$ cat config.mk
export PLATFORM = sky130hd
export DESIGN_NAME = lockin_iq_demod
export DESIGN_NICKNAME = d
export VERILOG_FILES = /design/src/rtl/lockin_pkg.sv /design/src/rtl/lockin_nco.sv /design/src/rtl/lockin_mixer.sv /design/src/rtl/lockin_dump.sv /design/src/rtl/lockin_iq_demod.sv
export SDC_FILE = /design/constraint.sdc
export NUM_CORES = 2
export LEC_CHECK = 0
export ABC_CLOCK_PERIOD_IN_PS = 10700
export BUFFER_PORTS_ARGS = -buffer_cell sky130_fd_sc_hd__buf_2
export CAP_MARGIN = 20
export CORE_MARGIN = 1.5
export CORE_UTILIZATION = 33
export CTS_CLUSTER_DIAMETER = 60
export DETAILED_ROUTE_END_ITERATION = 16
export PLACE_DENSITY = 0.56
export SLEW_MARGIN = 20
export SYNTH_ARGS = -nofsm -noshare
export SYNTH_HDL_FRONTEND = slang
export SYNTH_SLANG_ARGS = --single-unit
$ cat constraint.sdc
create_clock -name clk_i -period 10.7 [get_ports clk_i]
set_clock_uncertainty 0.1 [all_clocks]
set_input_delay 1.07 -clock clk_i [delete_from_list [all_inputs] [get_ports clk_i]]
set_output_delay 1.07 -clock clk_i [all_outputs]
set_load 0.01 [all_outputs]
$ cat src/rtl/lockin_pkg.sv
package lockin_pkg;
  typedef enum logic [1:0] {QD_0, QD_1, QD_2, QD_3} quad_e;
  localparam real HALF_PI = 1.5707963267948966;
endpackage

$ cat src/rtl/lockin_nco.sv
module lockin_nco
  import lockin_pkg::*;
#(
  parameter int unsigned PHASE_W  = 32,
  parameter int unsigned LUT_AW   = 10,
  parameter int unsigned REF_W    = 16,
  parameter logic [PHASE_W-1:0] DEF_TUNE = 33071248
) (
  input  logic                      clk_i,
  input  logic                      rst_ni,
  input  logic                      load_i,
  input  logic [PHASE_W-1:0]        tune_word_i,
  output logic signed [REF_W-1:0]   cos_o,
  output logic signed [REF_W-1:0]   sin_o
);
  localparam int unsigned QAW = LUT_AW - 2;
  localparam int unsigned QN  = 1 << QAW;
  localparam int          AMP = (1 << (REF_W - 1)) - 1;
  localparam logic signed [REF_W-1:0] REF_MIN = {1'b1, {(REF_W-1){1'b0}}};

  logic signed [REF_W-1:0] qtab [QN];

  // quarter-wave table, sampled at half-step offsets so both ends mirror exactly
  for (genvar g = 0; g < QN; g++) begin : g_qtab
    localparam real ANG = HALF_PI * (real'(g) + 0.5) / real'(QN);
    localparam int  VAL = $rtoi(real'(AMP) * $sin(ANG));
    assign qtab[g] = REF_W'(VAL);
  end

  logic [PHASE_W-1:0] phase_q, tw_q;

  always_ff @(posedge clk_i or negedge rst_ni) begin
    if (!rst_ni) begin
      phase_q <= '0;
      tw_q    <= DEF_TUNE;
    end else begin
      phase_q <= phase_q + tw_q;
      if (load_i) tw_q <= tune_word_i;
    end
  end

  logic [LUT_AW-1:0]       addr;
  logic [QAW-1:0]          idx;
  quad_e                   quad;
  logic signed [REF_W-1:0] fwd, rev, sin_d, cos_d;

  assign addr = phase_q[PHASE_W-1 -: LUT_AW];
  assign idx  = addr[QAW-1:0];
  assign quad = quad_e'(addr[LUT_AW-1 -: 2]);
  assign fwd  = qtab[idx];
  assign rev  = qtab[~idx];

  always_comb begin
    unique case (quad)
      QD_0: begin sin_d = fwd;  cos_d = rev;  end
      QD_1: begin sin_d = rev;  cos_d = -fwd; end
      QD_2: begin sin_d = -fwd; cos_d = -rev; end
      default: begin sin_d = -rev; cos_d = fwd; end
    endcase
  end

  always_ff @(posedge clk_i or negedge rst_ni) begin
    if (!rst_ni) begin
      cos_o <= '0;
      sin_o <= '0;
    end else begin
      cos_o <= cos_d;
      sin_o <= sin_d;
    end
  end

  // symmetric table: the most negative code never appears
  assert_ref_range_R3: assert property (@(posedge clk_i) disable iff (!rst_ni)
    (cos_o != REF_MIN) && (sin_o != REF_MIN));

  // tuning word only moves on a boundary load
  assert_tune_hold_R8: assert property (@(posedge clk_i) disable iff (!rst_ni)
    !load_i |=> $stable(tw_q));
endmodule

$ cat src/rtl/lockin_mixer.sv
module lockin_mixer #(
  parameter int unsigned ADC_W  = 12,
  parameter int unsigned REF_W  = 16,
  parameter int unsigned PROD_W = ADC_W + REF_W
) (
  input  logic                     clk_i,
  input  logic                     rst_ni,
  input  logic signed [ADC_W-1:0]  adc_i,
  input  logic signed [REF_W-1:0]  cos_i,
  input  logic signed [REF_W-1:0]  sin_i,
  output logic signed [REF_W-1:0]  dac_o,
  output logic signed [PROD_W-1:0] prod_i_o,
  output logic signed [PROD_W-1:0] prod_q_o
);
  logic signed [ADC_W-1:0]  adc_q;
  logic signed [PROD_W-1:0] adc_x, cos_x, sin_x;

  assign adc_x = PROD_W'(adc_q);
  assign cos_x = PROD_W'(cos_i);
  assign sin_x = PROD_W'(sin_i);

  // adc_q sits in the same stage as the lookup register; dac_o in the product stage
  always_ff @(posedge clk_i or negedge rst_ni) begin
    if (!rst_ni) begin
      adc_q    <= '0;
      dac_o    <= '0;
      prod_i_o <= '0;
      prod_q_o <= '0;
    end else begin
      adc_q    <= adc_i;
      dac_o    <= cos_i;
      prod_i_o <= adc_x * cos_x;
      prod_q_o <= adc_x * sin_x;
    end
  end

  // I product and DAC code come from the same phase value
  assert_dac_aligned_R4: assert property (@(posedge clk_i) disable iff (!rst_ni)
    (prod_i_o != '0) |-> (dac_o != '0));
endmodule

$ cat src/rtl/lockin_dump.sv
module lockin_dump #(
  parameter int unsigned PROD_W = 28,
  parameter int unsigned ACC_W  = 56,
  parameter int unsigned CNT_W  = 32,
  parameter logic [CNT_W-1:0] DEF_RATIO = 20000000
) (
  input  logic                     clk_i,
  input  logic                     rst_ni,
  input  logic signed [PROD_W-1:0] prod_i_i,
  input  logic signed [PROD_W-1:0] prod_q_i,
  input  logic [CNT_W-1:0]         ratio_i,
  output logic                     boundary_o,
  output logic signed [ACC_W-1:0]  sum_i_o,
  output logic signed [ACC_W-1:0]  sum_q_o,
  output logic                     valid_o
);
  localparam int unsigned NCH = 2;

  logic [CNT_W-1:0] cnt_q, ratio_q;
  logic [CNT_W:0]   cnt_next;
  logic signed [PROD_W-1:0] prod [NCH];
  logic signed [ACC_W-1:0]  acc_q [NCH];
  logic signed [ACC_W-1:0]  out_q [NCH];

  assign prod[0]    = prod_i_i;
  assign prod[1]    = prod_q_i;
  assign cnt_next   = {1'b0, cnt_q} + (CNT_W+1)'(1);
  assign boundary_o = cnt_next >= {1'b0, ratio_q};

  always_ff @(posedge clk_i or negedge rst_ni) begin
    if (!rst_ni) begin
      cnt_q   <= '0;
      ratio_q <= DEF_RATIO;
      valid_o <= 1'b0;
    end else begin
      valid_o <= boundary_o;
      if (boundary_o) begin
        cnt_q   <= '0;
        ratio_q <= ratio_i;
      end else begin
        cnt_q   <= cnt_next[CNT_W-1:0];
      end
    end
  end

  for (genvar ch = 0; ch < NCH; ch++) begin : g_ch
    logic signed [ACC_W-1:0] sum;
    assign sum = acc_q[ch] + ACC_W'(prod[ch]);

    always_ff @(posedge clk_i or negedge rst_ni) begin
      if (!rst_ni) begin
        acc_q[ch] <= '0;
        out_q[ch] <= '0;
      end else if (boundary_o) begin
        acc_q[ch] <= '0;
        out_q[ch] <= sum;
      end else begin
        acc_q[ch] <= sum;
      end
    end

    assert_no_overflow_R7: assert property (@(posedge clk_i) disable iff (!rst_ni)
      acc_q[ch][ACC_W-1] == acc_q[ch][ACC_W-2]);
  end

  assign sum_i_o = out_q[0];
  assign sum_q_o = out_q[1];

  assert_cnt_bound_R6: assert property (@(posedge clk_i) disable iff (!rst_ni)
    (ratio_q != '0) |-> (cnt_q < ratio_q));

  assert_valid_restart_R6: assert property (@(posedge clk_i) disable iff (!rst_ni)
    valid_o |-> (cnt_q == '0));

  assert_single_pulse_R6: assert property (@(posedge clk_i) disable iff (!rst_ni)
    (valid_o && ratio_q > 1) |=> !valid_o);

  assert_ratio_hold_R8: assert property (@(posedge clk_i) disable iff (!rst_ni)
    !valid_o |-> $stable(ratio_q));
endmodule

$ cat src/rtl/lockin_iq_demod.sv
module lockin_iq_demod #(
  parameter int unsigned ADC_W    = 12,
  parameter int unsigned REF_W    = 16,
  parameter int unsigned PHASE_W  = 32,
  parameter int unsigned LUT_AW   = 10,
  parameter int unsigned ACC_W    = 56,
  parameter int unsigned CNT_W    = 32,
  parameter logic [PHASE_W-1:0] DEF_TUNE  = 33071248,
  parameter logic [CNT_W-1:0]   DEF_RATIO = 20000000
) (
  input  logic                    clk_i,
  input  logic                    rst_ni,
  input  logic signed [ADC_W-1:0] adc_i,
  input  logic [PHASE_W-1:0]      tune_word_i,
  input  logic [CNT_W-1:0]        dec_ratio_i,
  output logic signed [REF_W-1:0] dac_o,
  output logic signed [ACC_W-1:0] iq_i_o,
  output logic signed [ACC_W-1:0] iq_q_o,
  output logic                    iq_valid_o
);
  localparam int unsigned PROD_W = ADC_W + REF_W;

  logic                     boundary;
  logic signed [REF_W-1:0]  cos_r, sin_r;
  logic signed [PROD_W-1:0] prod_i, prod_q;

  lockin_nco #(
    .PHASE_W (PHASE_W),
    .LUT_AW  (LUT_AW),
    .REF_W   (REF_W),
    .DEF_TUNE(DEF_TUNE)
  ) i_nco (
    .clk_i      (clk_i),
    .rst_ni     (rst_ni),
    .load_i     (boundary),
    .tune_word_i(tune_word_i),
    .cos_o      (cos_r),
    .sin_o      (sin_r)
  );

  lockin_mixer #(
    .ADC_W (ADC_W),
    .REF_W (REF_W),
    .PROD_W(PROD_W)
  ) i_mixer (
    .clk_i   (clk_i),
    .rst_ni  (rst_ni),
    .adc_i   (adc_i),
    .cos_i   (cos_r),
    .sin_i   (sin_r),
    .dac_o   (dac_o),
    .prod_i_o(prod_i),
    .prod_q_o(prod_q)
  );

  lockin_dump #(
    .PROD_W   (PROD_W),
    .ACC_W    (ACC_W),
    .CNT_W    (CNT_W),
    .DEF_RATIO(DEF_RATIO)
  ) i_dump (
    .clk_i     (clk_i),
    .rst_ni    (rst_ni),
    .prod_i_i  (prod_i),
    .prod_q_i  (prod_q),
    .ratio_i   (dec_ratio_i),
    .boundary_o(boundary),
    .sum_i_o   (iq_i_o),
    .sum_q_o   (iq_q_o),
    .valid_o   (iq_valid_o)
  );

  // reset leaves every output quiet
  assert_reset_quiet_R1: assert property (@(posedge clk_i)
    !rst_ni |-> (dac_o == '0 && !iq_valid_o && iq_i_o == '0 && iq_q_o == '0));
endmodule

== Word level (Yosys, flattened, before mapping) ==
Memories as Yosys holds them, arrays and structs flattened.
Cells that the tools add are included.

* Logic and storage cells: 43
* Output and inout port bits: 129
* Register bits: 469
* ROM bits: 8192
* Input bits: 78
* Memories kept: 2

* Mux-type cells: 9
* Reductions and logical operators: 1
* $lt $le $gt $ge: 3
* Multiply operators: 2
* Equal/unequal tests: 2
* Bitwise operators: 3
* $add $sub $neg: 6

{| class="wikitable"
|+ Memory list
! name !! words !! width !! rd ports !! clocked after Yosys merged registers in !! wr ports !! RTL line !! text
|-
| (name not given) || 256 || 16 || 1 || 0 || 0 || lockin_nco.sv:50 || <nowiki>assign fwd = qtab[idx];</nowiki>
|-
| (name not given) || 256 || 16 || 1 || 0 || 0 || lockin_nco.sv:51 || <nowiki>assign rev = qtab[~idx];</nowiki>
|}

{| class="wikitable"
|+ Operators by type and width
! kind !! number
|-
| 56-bit by 28-bit adder with 56-bit output || 2
|-
| 56-bit two-way mux || 2
|-
| 16-bit case mux with 3 select lines || 2
|-
| 16-bit two-way mux || 4
|-
| 12-bit by 16-bit multiplier with 28-bit output || 2
|-
| 32-bit by 1-bit adder with 33-bit output, second input constant || 1
|-
| 33-bit by 32-bit greater-or-equal comparator with 1-bit output || 1
|-
| 32-bit adder || 1
|-
| 32-bit two-way mux || 1
|-
| 16-bit negation || 2
|-
| 9-bit greater-or-equal comparator, second input constant || 2
|-
| 8-bit inverter with 9-bit output || 2
|-
| 8-bit inverter || 1
|-
| 2-bit by 1-bit equality test with 1-bit output, second input constant || 1
|-
| 2-bit equality test, second input constant || 1
|-
| 2-bit zero test || 1
|}

== Logic depth before layout (Yosys ltp) ==
* Word-level depth: 7
* Gate-level depth with buffers: 25
* Gate-level depth less buffers: 24

== By module ==
From an unflattened synthesis, not the netlist that was laid out.

* Cell total of the unflattened synthesis: 5361
* Area, all modules: 47252.8 sq um

{| class="wikitable"
|+ By module, submodules not included
! module !! cells an instance !! times used !! seq. area each (sq um) !! area an instance (sq um)
|-
| lockin_dump || 1858 || 1 || 7241.9 || 17540.6
|-
| lockin_mixer || 1710 || 1 || 2102.0 || 16087.9
|-
| lockin_nco || 1793 || 1 || 2414.8 || 13624.3
|}

== Worst setup path before layout ==
Ideal clock, no wire load.

* Kind: reg2reg
* Start: reg i_mixer.adc_q[11]
* End: reg i_mixer.prod_i_o[26]
* Path slack: 4.908 ns
* Arrival time: 5.570 ns
* Clock period less this slack: 5.792 ns
* Library setup time: 0.122 ns
* Cell stages (with the launch flop): 20
* Required time: 10.478 ns
* Buffers on the path: 1
* Cell sequence: dfrtp_1 -> clkinv_1 -> clkbuf_1 -> nor2_1 -> fa_1 -> fa_1 -> fa_1 -> fa_1 -> inv_1 -> fa_1 -> inv_1 -> ha_1 -> or3_1 -> o31ai_1 -> o21a_1 -> a2111oi_0 -> o31a_1 -> o21ai_0 -> nand2b_1 -> xor2_1

* Word-level cells in the longest chain between the ends: 1

{| class="wikitable"
|+ Ends and longest elaborated chain
! element !! RTL line !! text
|-
| from (decl) || lockin_mixer.sv:15 || <nowiki>logic signed [ADC_W-1:0] adc_q;</nowiki>
|-
| from (signal assigned) || lockin_mixer.sv:30 || <nowiki>adc_q <= adc_i;</nowiki>
|-
| 12-bit by 16-bit multiplier with 28-bit output || lockin_mixer.sv:32 || <nowiki>prod_i_o <= adc_x * cos_x;</nowiki>
|-
| to (signal assigned) || lockin_mixer.sv:32 ||
|-
| to (decl) || lockin_mixer.sv:12 || <nowiki>output logic signed [PROD_W-1:0] prod_i_o,</nowiki>
|}

Every way passes these cells.
A chain may end at the register's enable or synchronous reset.

== Final worst setup path ==
* Start: reg i_mixer.adc_q[1]
* End: reg i_mixer.prod_i_o[26]

Same word-level chain as after synthesis.

==> results.yml <==
critical_path:
  crit_family: "adder cells"
  worstPathArrival_ns: 7.36
  path_class: "reg2reg"
  cp_max_fo: 32
  critPathBufInv: 5
  rr_worst_depth: 24
  crit_path_end_kind: "flip-flop"
  worstPathRequired_ns: 11.14
  critPathMaxStageDelay_ns: 1.05
  start_kind: "flip-flop"
  crit_top_cell: "inv_1"
  crit_cells: 24
  cp_slowest_cell: "dfrtp_1"
  path_cells: "nand2_1 -> fa_1 -> inv_1 -> ha_1 -> inv_1 -> fa_1 -> inv_1 -> ha_1 -> inv_1 -> fa_1 -> inv_1 -> ha_1 -> a21o_1 -> a21oi_1 -> o21ai_0 -> a211oi_1 -> nor3_1 -> o31ai_1 -> o21a_1 -> a2111oi_0 -> o31a_1 -> o21ai_0 -> nand2b_1 -> xor2_1"
floorplanning:
  num_rows: 136
  core_um2: 137000
  fp.dieH_um: 374
  fp.dieW_um: 374
  die-area_um2: 140000
  start_util_pct: 33.2
  pin_count: 207
clocking:
  cts_tree: "done"
  cts_buffer_depth: 3
  clockRootBuffer: "clkbuf_16"
  cts_num_sinks: 469
  htreeDepth: 2
  path_clk_slew_ns: 0.06
  cts_resized: 0
  post_cts_buffers: 0
  ctsHoldBuffers: 0
  cts_buffers: 58
  clkLatencyLatePin_ns: 0.66
global_routing:
  grtUsageTotal_pct: 20.9
  grt_overflow: 0
  grt_first_pass_wirelength_um: 231000
  grt_pass1_vias: 38700
  antenna_found_initial: 4
  grt_start_max_net_pins: 158
place:
  place.gp.congestion: 1.03
  place_ws_ns: 3.84
  place_hpwl_um: 109000
  portBuffers: 206
finish:
  multiInputGateArea_um2: 30300
  nFillCells: 14200
  drive_above_1_share_pct: 9.24
  nNetsFinal: 6080
  area_growth_pct: 10.0
  regArea_um2: 11800
  finalCoreUtilization_pct: 36.5
route:
  drt_wl_total_um: 148000
  dr.first_iter.drc_count: 3359
  first_pass_iters: 6
  vias: 38600
  viasPerCell: 5.40
  wl_per_cell_um: 20.7
  antenna_left: 0
  drcViolationCount: 0
logic_synthesis:
  ys_types: 105
  synth_enable_flop_cells: 0
  syn_area_per_cell_um2: 8.61
  synthCells: 5281
  synth_fp_nets: 6053
  synthArstFlopShare_pct: 100
  ys_ff_latch: 469
  yosysSeqAreaShare_pct: 25.9
  synth_area_um2: 45500
  synth_ff_type: "dfrtp_1"
  synth_warnings: 0
sta:
  max_slew_margin_pct: 20.5
  rsz0062_at_grt: "false"
  clock.fmax_ghz: 0.144
  finalMaxSlewViolations: 0
  setup_viol: 0
  whs_ns: 0.338
  setup_tns_ns: 0
  layout_min_cycle_time_ns: 6.92
  period_share_pct: 64.7
  finalHoldViolCount: 0
  fin_ws_ns: 3.78
  worst_pin_slew_ns: 1.18
power:
  cellLeakagePower_nw: 23.6
  irDropWorstVdd_uv: 298
  p_per_area_nw_per_um2: 253
flow_run:
  max_cap_viol_count: 0
worst_hold_path:
  min_path_type: "in2async"
run_status:
  outcome: "completed"
==> final timing paths <==
path,from,endpoint,slack (ns)
max,i_mixer.adc_q[1],i_mixer.prod_i_o[26],3.78
min,rst_ni,i_nco.tw_q[2],0.34
max reg2reg,i_mixer.adc_q[1],i_mixer.prod_i_o[26],3.78
min reg2reg,i_nco.tw_q[20],i_nco.tw_q[20],0.35
max in group asynchronous,rst_ni,i_dump.sum_i_o[53],8.07
min in group clk_i,i_nco.tw_q[20],i_nco.tw_q[20],0.35
==> placed cells by master (no fill, tap or decap), types with 96 or more instances in the layout <==
cell type,count
a21o_1,96
a21oi_1,274
and2_1,181
buf_2,205
dfrtp_1,446
fa_1,363
ha_1,331
inv_1,537
nand2_1,696
nand3_1,122
nor2_1,399
nor3_1,112
o21ai_0,321
xnor2_1,144
==> worst register-to-register path: cells and delay by family (launching register included) <==
kind / cells / cell delay, ns
AND/OR/NAND/NOR: 3 / 0.42
XOR/XNOR: 1 / 0.14
flip-flops: 1 / 1.05
adder cells (fa/ha/maj): 6 / 2.50
buffers and inverters: 5 / 0.27
AO/OA/AOI/OAI: 9 / 2.35
==> registers in the layout, indices dropped and copies added, names as in the netlist <==
name              count
i_dump.sum_q_o       56
i_mixer.prod_q_o     28
i_mixer.dac_o        16
i_mixer.prod_i_o     28
i_dump.cnt_q         32
i_mixer.adc_q        12
i_nco.tw_q           32
i_dump.sum_i_o       56
i_dump.acc_q        112
i_nco.sin_o          16
i_nco.phase_q        32
i_nco.cos_o          16
i_dump.ratio_q       32
i_dump.valid_o        1
==> where the power goes <==
group / leakage [nW] / internal, W / switching [W] / total (W)
registers: 5.46 / 0.00224 / 0.000124 / 0.00236
logic: 17.2 / 0.00343 / 0.00473 / 0.00817
clock network: 0.989 / 0.00126 / 0.000847 / 0.00211
==> layout make-up <==
class / instances / area share (%)
clock inverter: 27 / 0.870
clock buffer: 82 / 3.22
tap: 1794 / 4.49
sequential: 469 / 23.5
antenna: 1 / 0.00500
timing repair buffer: 275 / 3.22
inverter: 545 / 4.11
multi-input combinational: 3959 / 60.6
==> cells in the mapped netlist (61+ instances only) <==
cell type / n / area share [%]
nand2_1: 696 / 5.7
inv_1: 539 / 4.4
dfrtp_1: 451 / 25
nor2_1: 399 / 3.3
fa_1: 363 / 16
ha_1: 331 / 9.1
o21ai_0: 321 / 3.5
a21oi_1: 274 / 3.0
clkbuf_1: 193 / 1.6
and2_1: 181 / 2.5
xnor2_1: 144 / 2.8
nand3_1: 122 / 1.3
nor3_1: 112 / 1.2
a21o_1: 96 / 1.6
nand2b_1: 74 / 1.0
xor2_1: 71 / 1.4
buf_2: 70 / 0.77
a211oi_1: 61 / 1.0
==> per-stage QoR <==
| stage | instances | area, um^2 | power [W] |
|---|---|---|---|
| CTS | 7151 | 50000 | 0.0128 |
| global placement | 7042 | 48000 | 0.0105 |
| global route | 7151 | 50000 | 0.0140 |
| floorplan | 5281 | 45500 | 0.00884 |
| finish | 7152 | 50000 | 0.0126 |
| detailed placement | 7042 | 48000 | 0.0106 |
==> metal layers <==
| metal | global-route usage [%] | part of all wire, % | vias to the layer above |
|---|---|---|---|
| met5 | 0 | 0 | - |
| met4 | 9.64 | 5.0 | 0 |
| met3 | 4.03 | 7.7 | 370 |
| met2 | 33.5 | 45 | 1441 |
| met1 | 27.3 | 42 | 18900 |
| li1 | - | - | 17900 |
==> logic make-up (layout without fill, tap and decap cells) <==
kind of cell / Yosys count / in the layout / synth area share (%)
buffers and inverters: 853 / 929 / 7.58
other: 0 / 1 / 0
adders and majority gates: 694 / 694 / 25.1
DFF: 469 / 469 / 25.9
and+or+nand+nor: 1809 / 1809 / 18.5
xor gates and xnor gates: 215 / 215 / 4.14
muxes: 56 / 56 / 1.98
AOI/OAI and AO/OA: 1185 / 1185 / 16.8
Power figures use the tool's default switching activity.
